`src/rtl/intack_pkg.sv`:
```
package intack_pkg;

  typedef enum logic [2:0] {
    ST_IDLE = 3'd0,
    ST_ACK1 = 3'd1,
    ST_GAP  = 3'd2,
    ST_ACK2 = 3'd3,
    ST_HOLD = 3'd4,
    ST_DONE = 3'd5
  } seq_state_t;

  function automatic int unsigned max2(input int unsigned a, input int unsigned b);
    return (a > b) ? a : b;
  endfunction

endpackage

```
`src/rtl/intack_rst_sync.sv`:
```
module intack_rst_sync #(
  parameter int unsigned STAGES = 2
) (
  input  logic clk,
  input  logic rst_n,
  output logic rst_sync_n
);

  logic [STAGES-1:0] shift_q;

  // Assert asynchronously, release on the clock.
  always_ff @(posedge clk or negedge rst_n) begin
    if (!rst_n) begin
      shift_q <= '0;
    end else begin
      shift_q <= {shift_q[STAGES-2:0], 1'b1};
    end
  end

  assign rst_sync_n = shift_q[STAGES-1];

endmodule

```
`src/rtl/intack_decode.sv`:
```
module intack_decode #(
  parameter int unsigned        ADDR_W   = 16,
  parameter logic [ADDR_W-1:0]  VEC_ADDR = 16'h04C0
) (
  input  logic [ADDR_W-1:0] bus_addr,
  input  logic              bus_rd,
  output logic              vec_hit
);

  assign vec_hit = bus_rd && (bus_addr == VEC_ADDR);

endmodule

```
`src/rtl/intack_timer.sv`:
```
module intack_timer #(
  parameter int unsigned CNT_W = 3
) (
  input  logic             clk,
  input  logic             rst_n,
  input  logic             clr,
  input  logic             en,
  output logic [CNT_W-1:0] cnt
);

  logic [CNT_W-1:0] cnt_d;

  always_comb begin
    cnt_d = cnt;
    if (clr) begin
      cnt_d = '0;
    end else if (en) begin
      cnt_d = cnt + 1'b1;
    end
  end

  always_ff @(posedge clk or negedge rst_n) begin
    if (!rst_n) begin
      cnt <= '0;
    end else if (clr || en) begin
      cnt <= cnt_d;
    end
  end

endmodule

```
`src/rtl/intack_vlatch.sv`:
```
module intack_vlatch #(
  parameter int unsigned DATA_W = 8
) (
  input  logic              clk,
  input  logic              rst_n,
  input  logic              cap,
  input  logic              clr,
  input  logic [DATA_W-1:0] din,
  output logic [DATA_W-1:0] dout
);

  always_ff @(posedge clk or negedge rst_n) begin
    if (!rst_n) begin
      dout <= '0;
    end else if (clr) begin
      dout <= '0;
    end else if (cap) begin
      dout <= din;
    end
  end

endmodule

```
`src/rtl/intack_fsm.sv`:
```
module intack_fsm
  import intack_pkg::*;
#(
  parameter int unsigned PULSE_LEN = 4,
  parameter int unsigned GAP_LEN   = 2,
  parameter int unsigned CNT_W     = 3
) (
  input  logic             clk,
  input  logic             rst_n,
  input  logic             vec_hit,
  input  logic             bus_rd,
  input  logic [CNT_W-1:0] cnt,
  output seq_state_t       state_q,
  output logic             cnt_clr,
  output logic             cnt_en,
  output logic             cap_en,
  output logic             vec_clr,
  output logic             ack_n_q,
  output logic             rdy_q
);

  localparam logic [CNT_W-1:0] PULSE_LAST = CNT_W'(PULSE_LEN - 1);
  localparam logic [CNT_W-1:0] GAP_LAST   = CNT_W'(GAP_LEN - 1);

  seq_state_t state_d;
  logic       abort_q;
  logic       abort_d;
  logic       pulse_end;
  logic       gap_end;
  logic       in_pulse;
  logic       ack_n_d;
  logic       rdy_d;

  assign pulse_end = (cnt == PULSE_LAST);
  assign gap_end   = (cnt == GAP_LAST);
  assign in_pulse  = (state_q == ST_ACK1) || (state_q == ST_ACK2);

  // Next-state logic
  always_comb begin
    state_d = state_q;
    unique case (state_q)
      ST_IDLE: begin
        if (vec_hit) state_d = ST_ACK1;
      end
      ST_ACK1: begin
        if (pulse_end) state_d = (abort_q || !bus_rd) ? ST_IDLE : ST_GAP;
      end
      ST_GAP: begin
        if (!bus_rd)      state_d = ST_IDLE;
        else if (gap_end) state_d = ST_ACK2;
      end
      ST_ACK2: begin
        if (pulse_end) state_d = (abort_q || !bus_rd) ? ST_IDLE : ST_HOLD;
      end
      ST_HOLD: begin
        state_d = bus_rd ? ST_DONE : ST_IDLE;
      end
      ST_DONE: begin
        if (!bus_rd) state_d = ST_IDLE;
      end
      default: state_d = ST_IDLE;
    endcase
  end

  // A strobe loss inside a pulse is remembered until that pulse ends.
  assign abort_d = in_pulse && (state_d == state_q) && (abort_q || !bus_rd);

  assign cnt_clr = (state_d != state_q);
  assign cnt_en  = in_pulse || (state_q == ST_GAP);
  assign cap_en  = (state_q == ST_ACK2) && (state_d == ST_HOLD);
  assign vec_clr = (state_d == ST_IDLE);

  assign ack_n_d = !((state_d == ST_ACK1) || (state_d == ST_ACK2));
  assign rdy_d   = !((state_d == ST_ACK1) || (state_d == ST_GAP) ||
                     (state_d == ST_ACK2) || (state_d == ST_HOLD));

  // Register process
  always_ff @(posedge clk or negedge rst_n) begin
    if (!rst_n) begin
      state_q <= ST_IDLE;
      abort_q <= 1'b0;
      ack_n_q <= 1'b1;
      rdy_q   <= 1'b1;
    end else begin
      state_q <= state_d;
      abort_q <= abort_d;
      ack_n_q <= ack_n_d;
      rdy_q   <= rdy_d;
    end
  end

endmodule

```
`src/rtl/intack_sequencer.sv`:
```
module intack_sequencer
  import intack_pkg::*;
#(
  parameter int unsigned       ADDR_W      = 16,
  parameter int unsigned       DATA_W      = 8,
  parameter logic [ADDR_W-1:0] VEC_ADDR    = 16'h04C0,
  parameter int unsigned       PULSE_LEN   = 4,
  parameter int unsigned       GAP_LEN     = 2,
  parameter int unsigned       SYNC_STAGES = 2
) (
  input  logic              clk,
  input  logic              rst_n,
  input  logic [ADDR_W-1:0] bus_addr,
  input  logic              bus_rd,
  input  logic [DATA_W-1:0] ctrl_data,
  output logic              ack_n,
  output logic              chan_rdy,
  output logic [DATA_W-1:0] rd_data
);

  localparam int unsigned CNT_MAX = max2(PULSE_LEN, GAP_LEN);
  localparam int unsigned CNT_W   = $clog2(CNT_MAX + 1);

  initial begin
    if (PULSE_LEN < 1) $error("PULSE_LEN must be at least 1");
    if (GAP_LEN < 2)   $error("GAP_LEN must be at least 2");
    if (SYNC_STAGES < 2) $error("SYNC_STAGES must be at least 2");
  end

  logic             rst_sync_n;
  logic             vec_hit;
  logic [CNT_W-1:0] cnt;
  logic             cnt_clr;
  logic             cnt_en;
  logic             cap_en;
  logic             vec_clr;
  seq_state_t       state_q;

  intack_rst_sync #(.STAGES(SYNC_STAGES)) u_rst (
    .clk        (clk),
    .rst_n      (rst_n),
    .rst_sync_n (rst_sync_n)
  );

  intack_decode #(.ADDR_W(ADDR_W), .VEC_ADDR(VEC_ADDR)) u_dec (
    .bus_addr (bus_addr),
    .bus_rd   (bus_rd),
    .vec_hit  (vec_hit)
  );

  intack_timer #(.CNT_W(CNT_W)) u_tmr (
    .clk   (clk),
    .rst_n (rst_sync_n),
    .clr   (cnt_clr),
    .en    (cnt_en),
    .cnt   (cnt)
  );

  intack_fsm #(.PULSE_LEN(PULSE_LEN), .GAP_LEN(GAP_LEN), .CNT_W(CNT_W)) u_fsm (
    .clk     (clk),
    .rst_n   (rst_sync_n),
    .vec_hit (vec_hit),
    .bus_rd  (bus_rd),
    .cnt     (cnt),
    .state_q (state_q),
    .cnt_clr (cnt_clr),
    .cnt_en  (cnt_en),
    .cap_en  (cap_en),
    .vec_clr (vec_clr),
    .ack_n_q (ack_n),
    .rdy_q   (chan_rdy)
  );

  intack_vlatch #(.DATA_W(DATA_W)) u_vl (
    .clk   (clk),
    .rst_n (rst_sync_n),
    .cap   (cap_en),
    .clr   (vec_clr),
    .din   (ctrl_data),
    .dout  (rd_data)
  );

endmodule

```
`config.mk`:
```
export PLATFORM = sky130hd
export DESIGN_NAME = intack_sequencer
export DESIGN_NICKNAME = d
export VERILOG_FILES = /design/src/rtl/intack_pkg.sv /design/src/rtl/intack_rst_sync.sv /design/src/rtl/intack_decode.sv /design/src/rtl/intack_timer.sv /design/src/rtl/intack_vlatch.sv /design/src/rtl/intack_fsm.sv /design/src/rtl/intack_sequencer.sv
export SDC_FILE = /design/constraint.sdc
export NUM_CORES = 1
export LEC_CHECK = 0
export BUFFER_PORTS_ARGS = -buffer_cell sky130_fd_sc_hd__clkbuf_2
export CAP_MARGIN = 20
export CELL_PAD_IN_SITES_DETAIL_PLACEMENT = 0
export CELL_PAD_IN_SITES_GLOBAL_PLACEMENT = 1
export CORE_MARGIN = 1
export CORE_UTILIZATION = 38
export CTS_CLUSTER_SIZE = 25
export DETAILED_ROUTE_END_ITERATION = 7
export PLACE_DENSITY_LB_ADDON = 0.1
export SLEW_MARGIN = 20
export SYNTH_ARGS = -nofsm -noshare
export SYNTH_HDL_FRONTEND = slang
export SYNTH_SLANG_ARGS = --single-unit
export TNS_END_PERCENT = 100
```
`constraint.sdc`:
```
create_clock -name clk -period 1.95 [get_ports clk]
set_clock_uncertainty 0.15 [all_clocks]
set_input_delay 0.195 -clock clk [delete_from_list [all_inputs] [get_ports clk]]
set_output_delay 0.195 -clock clk [all_outputs]
set_load 0.05 [all_outputs]
```
# Yosys cells after proc, flatten, opt, wreduce, memory -nomap -nowiden
# Index checks and enable logic that the tools add are counted.
# word_totals
regBits,19
in_bits,27
out_inout_bits,10
# classes
add_sub_neg,1
eq_ne,14
muxes,14
n_reduce_logical,20
# ops
cell,n
$mux 3,10
$pmux 3 s6,1
$eq 16x11->1 const B,1
$mux 8,2
$eq 3x2->1 const B,5
$eq 3x1->1 const B,3
$eq 3x3->1 const B,3
$logic_or 1x1->1,8
$logic_not 3->1,2
$logic_and 1x1->1,4
$reduce_bool 2->1,2
$add 3x1->3 const B,1
$eq 3x3->1,1
$logic_not 1->1,3
$ne 3x3->1,1
$mux 2,1
$reduce_and 2->1,1

# Logic depth before layout (Yosys ltp)
# Gate-level depths: netlist (run 1).
# depth
word_depth,10
ltp_mapped,7
ltp_nobuf,7

# Modules after synthesis
# A second synthesis (run 1) with hierarchy kept.
# hier_totals
hier_cells,83
area_unflattened_um2,967.2
# modules_own_cells
mod,n_inst,cells_per_inst,area_each_um2,seq_area_each_um2
intack_fsm,1,37,381.6,152.6
intack_vlatch,1,26,325.3,200.2
intack_timer,1,11,136.4,75.1
intack_decode,1,6,70.1,0.0
intack_rst_sync,1,3,53.8,50.0

# Least setup slack after synthesis (run 1)
# OpenSTA, ideal clock, no wires.
# synth_timing
path_type,reg2reg
startpoint,reg u_tmr.cnt[0]
endpoint,reg u_vl.dout[0]
setup_time_ns,0.067
t_arrival_ns,1.570
required_ns,1.733
slack_ns,0.163
path_stages_with_launch,7
n_path_buf,0
synth_period_minus_slack_ns,1.787
path_cell_list,dfrtp_1 -> ha_1 -> ha_1 -> nand3_1 -> or3_2 -> o211ai_4 -> a22o_1
# synth_between
elab_chain_cells,7
word_cells_on_any_way,12
classes_between,eq/ne: 3; mux: 6; reduce/logical: 3
# synth_rtl
element,line,rtl
from (decl),intack_timer.sv:8,output logic [CNT_W-1:0] cnt
from (signal assigned),intack_timer.sv:26,cnt <= cnt_d;
$eq 3x1->1,intack_fsm.sv:35,assign gap_end = (cnt == GAP_LAST);
$mux 3,intack_fsm.sv:50,else if (gap_end) state_d = ST_ACK2;
$mux 3,intack_fsm.sv:49,if (!bus_rd) state_d = ST_IDLE;
$pmux 3 s6 *,intack_fsm.sv:41,unique case (state_q)
$eq 3x3->1,intack_fsm.sv:70,assign cap_en = (state_q == ST_ACK2) && (state_d == ST_HOLD);
$logic_and 1x1->1,intack_fsm.sv:70,
$reduce_bool 2->1 (no source line),-,
to (signal assigned),intack_vlatch.sv:18,dout <= din;
to (decl),intack_vlatch.sv:9,output logic [DATA_W-1:0] dout
# Mark *: on every way between the ends. The rest lies on a longest branch, timed or not.
# A chain may end at the register's enable or synchronous reset.

# Worst setup path after layout (run 1)
# layout_timing
startpoint,reg u_tmr.cnt[0]
endpoint,reg u_vl.dout[1]
# The elaborated chain is that of the path after synthesis.

==> metrics.txt, run 1 <==
Avg Inst Size Synth 12.68 µm²; HP Class input port to asynchronous set/reset pin; Worst-path clk slew 110 ps; total power 674.4 µW; worst rel slew slack 0.5764; WP data required 1990 ps; RSZ-0062 raised after global routing true; synthesized area 925.9 µm²; number of synthesized flops with an enable pin 0; GRT Overall Usage 0.1655; crit path launch type flip-flop; Crit Path Class flip-flop to flip-flop; DR vias/cell 5.019; Slew @ Worst Pin 635.4 ps; 1st-iter DRT viols 4; area leader, netlist dfrtp_1; Max Root-Sink Buffers 2; antenna violations before repair 0; top-count cell post-synth dfrtp_1; synth warn 0; Worst path slowest cell dfrtp_1; critical path's top delay family compound AO/OA/AOI/OAI gates; async set-reset flop share out of synthesis 1.000; gpl congestion 0.7379; maximum number of pins on one net before global-route repair 18; peak fanout along the critical path 5; row cnt 17; Hold Vio Cnt, Final 0; Syn-to-layout area delta 45.41%; Pwr per Cell Area 500.9 nW/µm²; CTS root buffer clkbuf_4; Data arrival, critical path 1870 ps; DR pass1 iterations 2; Place WS -2.140 ps; part of the Yosys area used for sequential elements 0.5162; CP Cell Sequence ha_1 -> ha_4 -> o221ai_2 -> a31oi_4 -> o211ai_4 -> a22o_1; Cells after Synth 73; Die W 51.36 µm; max-cap violation count 0; Fmax 545.1 MHz; Critical Path Sink Type flip-flop; Setup TNS 0 ps; Initial Util 0.4107; final setup vio count 0; Clk Latency, worst-skew pair 300 ps; Largest stage delay, worst path 400 ps; CORE AREA 2255 µm²; Critical path buffers and inverters 0; CTS buffer count 3; post-layout minimum cycle time 1835 ps; nets 158; Distinct cells, synth 33; htree depth 1; GRT Residual Overflow 0; Yosys top cell area share 0.4595; CTS Sinks 19; quantity of I/O buffers inserted on ports 36; Detail Placement HPWL 1402 µm; synthesized flop and latch total 19; number of remaining DRC errors 0; vias in the first global route 755; pins over their slew limit 0; Die Y 51.36 µm; boundary pin count 37; status complete, no violations; Worst VDD drop 0.0004551 V; die area 2638 µm²; vias post-DR 778; final wirelength 1962 µm; Post-synth top flop dfrtp_1; first-pass GRT wire length 3180 µm; Syn Nets 103; layout cells sized above 1 0.5118; ANT cells 0; Synth area leaders dfrtp_1, a22o_1, dfstp_2; CTS tree built; DR WL/cell 12.66 µm; Worst Slack Setup Final 115.5 ps; Routed Antenna Nets 0; synth cell count leaders dfrtp_1, a22o_1, inv_1; Pleak 0.0006465 µW; Tcrit/Tclk final 0.9408
## area by class of cell
class	instances	area, µm²
inverter	5	18.77
clock buffer	3	22.52
sequential	19	479.2
clock inverter	1	5.005
fill	214	908.4
timing repair buffer	49	300.3
multi-input combinational	50	485.5
tap	28	35.03
## cells in the final DEF (no fill, tap or decap), types with 2 or more instances in the layout
cell type / instances
dlygate4sd3_1: 9
a21oi_1: 2
nor3_2: 2
or2b_2: 2
buf_4: 4
a22o_1: 8
nand3b_1: 2
nand3_1: 2
dfstp_2: 2
ha_1: 2
o211ai_4: 2
nor3_1: 2
clkbuf_2: 36
clkbuf_4: 3
dfrtp_1: 16
inv_1: 5
nor2_1: 4
## report_power, final
group | internal, µW | total, µW | leakage [µW] | switching, µW
registers | 398 | 406 | 0.000252 | 7.65
logic | 44.4 | 73.1 | 0.000377 | 28.7
clock network | 76.3 | 195 | 0.0000177 | 119
total | 519 | 674 | 0.000646 | 156
## per-layer routing
| metal | GRT usage | wire, µm |
|---|---|---|
| met2 | 0.2814 | 973 |
| met3 | 0.03571 | 71 |
| met5 | 0 | 0 |
| met4 | 0.05405 | 16 |
| met1 | 0.2064 | 900 |
## final timing paths
check                                            from                         end  slack, ps  depth (start not counted)
hold / removal                                  rst_n  u_rst.shift_q[0]$_DFF_PN0_         60                          2
max in group asynchronous  u_rst.shift_q[1]$_DFF_PN0_  u_fsm.state_q[1]$_DFF_PN0_       1090                          0
min in group clk                               bus_rd     u_fsm.abort_q$_DFF_PN0_        140                          3
setup reg to reg             u_tmr.cnt[0]$_DFFE_PN0P_    u_vl.dout[1]$_DFFE_PN0P_        120                          6
setup / recovery             u_tmr.cnt[0]$_DFFE_PN0P_    u_vl.dout[1]$_DFFE_PN0P_        120                          6
hold reg to reg            u_rst.shift_q[1]$_DFF_PN0_    u_tmr.cnt[0]$_DFFE_PN0P_        120                          0
## sequential cells by signal, indices dropped and copies added, names as in the netlist
signal	flops
u_tmr.cnt	3
u_rst.shift_q	2
u_vl.dout	8
u_fsm.abort_q	1
u_fsm.state_q	3
u_fsm.rdy_q	1
u_fsm.ack_n_q	1
## logic make-up after synthesis
family / after synthesis / synth area share
compound gates: 18 / 0.1932
xor+xnor: 2 / 0.01892
simple gates: 23 / 0.1838
mux: 2 / 0.02297
buf+inv: 5 / 0.02027
fa+ha+maj: 3 / 0.04054
other cells: 1 / 0.004050
flops: 19 / 0.5162
## through the flow
stage / cell area, µm² / utilization / std cells / hold WS (ps)
global placement: 1164 / 0.5161 / 140 / -168.4
detailed placement: 1164 / 0.5161 / 140 / -166.2
floorplan: 925.9 / - / 73 / -250.6
finish: 1346 / 0.5971 / 155 / 56.73
CTS: 1284 / 0.5694 / 153 / 41.80
global route: 1346 / 0.5971 / 155 / 42.79
## what timing repair did
item	4_1_cts	5_1_grt
gates cloned	0	1
setup endpoints to repair	8	12
gates resized for setup	1	8
pin swaps	0	2
hold buffers	9	0
setup buffers	0	1
endpoints found under the hold margin	10	0
No activity file was read; power rests on OpenSTA's default activity.
==> run 2, diff against run 1 <==
==> constraint.sdc (replaced) <==
create_clock -name clk -period 1.95 [get_ports clk]
set_clock_uncertainty 0.15 [all_clocks]
set_input_delay 0.0975 -clock clk [delete_from_list [all_inputs] [get_ports clk]]
set_output_delay 0.0975 -clock clk [all_outputs]
set_load 0.05 [all_outputs]
==> run 2 against run 1 <==
  * Worst hold slack worse by 16 ps
  * Sequential power about the same
  * Worst setup slack lost 1.6 ps
  * Routed wire length is 1.4% lower
  * Sequential share of layout area shrank 0.26 points
  * Largest power group unchanged
  * Critical endpoint unchanged
  * Combinational power is 2% higher
  * Critical path depth is the same
  * Cell area increased by 0.74%
==> metrics.txt, run 2 (synthesis results as in run 1) <==
status complete, no violations; Pwr per Cell Area 497.6 nW/µm² (-0.66%); commonest non-fill, non-tap cell in the layout clkbuf_2; Endpoint, Worst Hold u_fsm.abort_q$_DFF_PN0_; CTS buffer count 3 (unchanged); crit path launch type flip-flop; vias in the first global route 757 (+0.26%); Worst-path clk slew 110 ps (about the same); HP Class input port to flip-flop; layout cells sized above 1 0.5078 (-0.003999); final setup vio count 0 (unchanged); boundary pin count 37 (unchanged); Largest stage delay, worst path 400 ps (about the same); max reg flops 8 (unchanged); hold path depth 3; critical path's top delay family compound AO/OA/AOI/OAI gates; CP Cell Sequence ha_1 -> ha_4 -> o221ai_2 -> a31oi_4 -> o211ai_4 -> a22o_1; DR vias/cell 5.000 (-0.39%); Die W 51.36 µm (unchanged); Worst path slowest cell dfrtp_1; DR pass1 iterations 4 (+2); peak fanout along the critical path 5 (unchanged); Critical path buffers and inverters 0 (unchanged); Worst Slack Setup Final 113.9 ps (-1.556 ps); nets 159 (+0.63%); Syn-to-layout area delta 46.49%; die area 2638 µm² (unchanged); post-layout minimum cycle time 1836 ps (+1.556 ps); Top Registers u_vl.dout (8), u_fsm.state_q (3), u_tmr.cnt (3); Max Root-Sink Buffers 2 (unchanged); maximum number of pins on one net before global-route repair 18 (unchanged); Worst R2R End u_vl.dout[1]$_DFFE_PN0P_; quantity of I/O buffers inserted on ports 36 (unchanged); GRT Overall Usage 0.1655 (unchanged); Design Area, Final 1356 µm² (+0.74%); commonest non-fill, non-tap cells in the layout clkbuf_2, dfrtp_1, dlygate4sd3_1; ANT cells 0 (unchanged); worst rel slew slack 0.5713 (-0.005072); final wirelength 1935 µm (-1.4%); FF+latch area 479.2 µm² (unchanged); worst hold slack 40.86 ps (-15.88 ps); Post-DP Area 1164 µm² (unchanged); row cnt 17 (unchanged); Top reg by flops u_vl.dout; first-pass GRT wire length 3180 µm (unchanged); Slew @ Worst Pin 643.0 ps (+7.607 ps); total power 674.9 µW (about the same); Tcrit/Tclk final 0.9416 (about the same); pins over their slew limit 0 (unchanged); Critical Path Sink Type flip-flop; Routed Antenna Nets 0 (unchanged); HP Start bus_rd; RSZ-0062 raised after global routing true; Multi-input gate area 485.5 µm² (unchanged); r2r startpoint u_tmr.cnt[0]$_DFFE_PN0P_; # fillers 212 (-0.93%); Data arrival, critical path 1870 ps (about the same); Fmax 544.6 MHz (about the same); max-cap violation count 0 (unchanged); Worst VDD drop 0.0004716 V (+3.6%); Detail Placement HPWL 1402 µm (unchanged); Die Y 51.36 µm (unchanged); reg2reg path depth 6 (unchanged); vias post-DR 780 (+0.26%); CORE AREA 2255 µm² (unchanged); 1st-iter DRT viols 4 (unchanged); Clk Latency, worst-skew pair 290 ps (about the same); gpl congestion 0.7379 (unchanged); Hold Vio Cnt, Final 0 (unchanged); WP data required 1990 ps (about the same); htree depth 1 (unchanged); antenna violations before repair 0 (unchanged); GRT Residual Overflow 0 (unchanged); Pleak 0.0006507 µW (+0.65%); Crit Path Class flip-flop to flip-flop; Place WS -2.140 ps (unchanged); number of remaining DRC errors 0 (unchanged); CTS tree built; CTS Sinks 19 (unchanged); DR WL/cell 12.40 µm (-2.0%); Initial Util 0.4107 (unchanged); CTS root buffer clkbuf_4; R2R Setup Slk 110 ps (about the same)
[run 2: changes by cell type in the layout (fill, tap and decap cells not counted)]
cell and delta:
dlygate4sd3_1 +1
[run 2: how the worst max path moves through the flow]
| stage | from | endpoint | slack [ps] | cells past startpoint |
|---|---|---|---|---|
| 5_1_grt | u_fsm.state_q[0]$_DFF_PN0_ | u_fsm.abort_q$_DFF_PN0_ | -9 | 5 |
| 3_5_place_dp | u_tmr.cnt[0]$_DFFE_PN0P_ | u_vl.dout[7]$_DFFE_PN0P_ | -2 | 6 |
| 3_3_place_gp | u_tmr.cnt[0]$_DFFE_PN0P_ | u_vl.dout[3]$_DFFE_PN0P_ | 70 | 6 |
| 6_report | u_tmr.cnt[0]$_DFFE_PN0P_ | u_vl.dout[1]$_DFFE_PN0P_ | 110 | 6 |
| 4_1_cts | u_tmr.cnt[0]$_DFFE_PN0P_ | u_vl.dout[7]$_DFFE_PN0P_ | 10 | 6 |
| 2_1_floorplan | u_tmr.cnt[0]$_DFFE_PN0P_ | u_vl.dout[0]$_DFFE_PN0P_ | 160 | 6 |
[run 2: worst min-delay path: cells and delay by family]
kind / cells / cell delay, ps
AOI/OAI and AO/OA: 1 / 50
buffers and inverters: 1 / 130
and+or+nand+nor: 1 / 180
[run 2: layout make-up]
type                       count  area share
multi-input combinational     50      0.3579
clock buffer                   3     0.01661
timing repair buffer          50      0.2288
tap                           28     0.02583
inverter                       5     0.01384
sequential                    19      0.3533
clock inverter                 1    0.003690
[run 2: routing by layer]
metal,vias to the layer above,global-route usage,part of all wire,wire [µm]
met3,2,0.03571,0.055,106
met2,25,0.2814,0.50,958
li1,385,-,-,-
met1,368,0.2064,0.44,852
met4,0,0.05405,0.0083,16
met5,-,0,0,0
[run 2: where the power goes]
| group | internal, µW | switching (µW) | total (µW) |
|---|---|---|---|
| logic | 45.7 | 28.8 | 74.5 |
| clock network | 76.3 | 118 | 195 |
| registers | 398 | 7.72 | 406 |
| total | 520 | 155 | 675 |
[run 2: per-stage QoR]
step	utilization	cells	TNS [ps]
floorplan	-	73	0
global placement	0.5161	140	0
detailed placement	0.5161	140	-2.140
CTS	0.5738	154	0
global route	0.6016	156	-9.122
finish	0.6016	156	0
[run 2: timing repair]
item | in CTS | in global routing
endpoints found under the hold margin | 10 | 0
pin swaps | 0 | 2
hold buffers | 10 | 0
resized for setup | 1 | 8
buffers inserted | 0 | 1
cloned | 0 | 1
endpoints found under the setup margin | 8 | 12
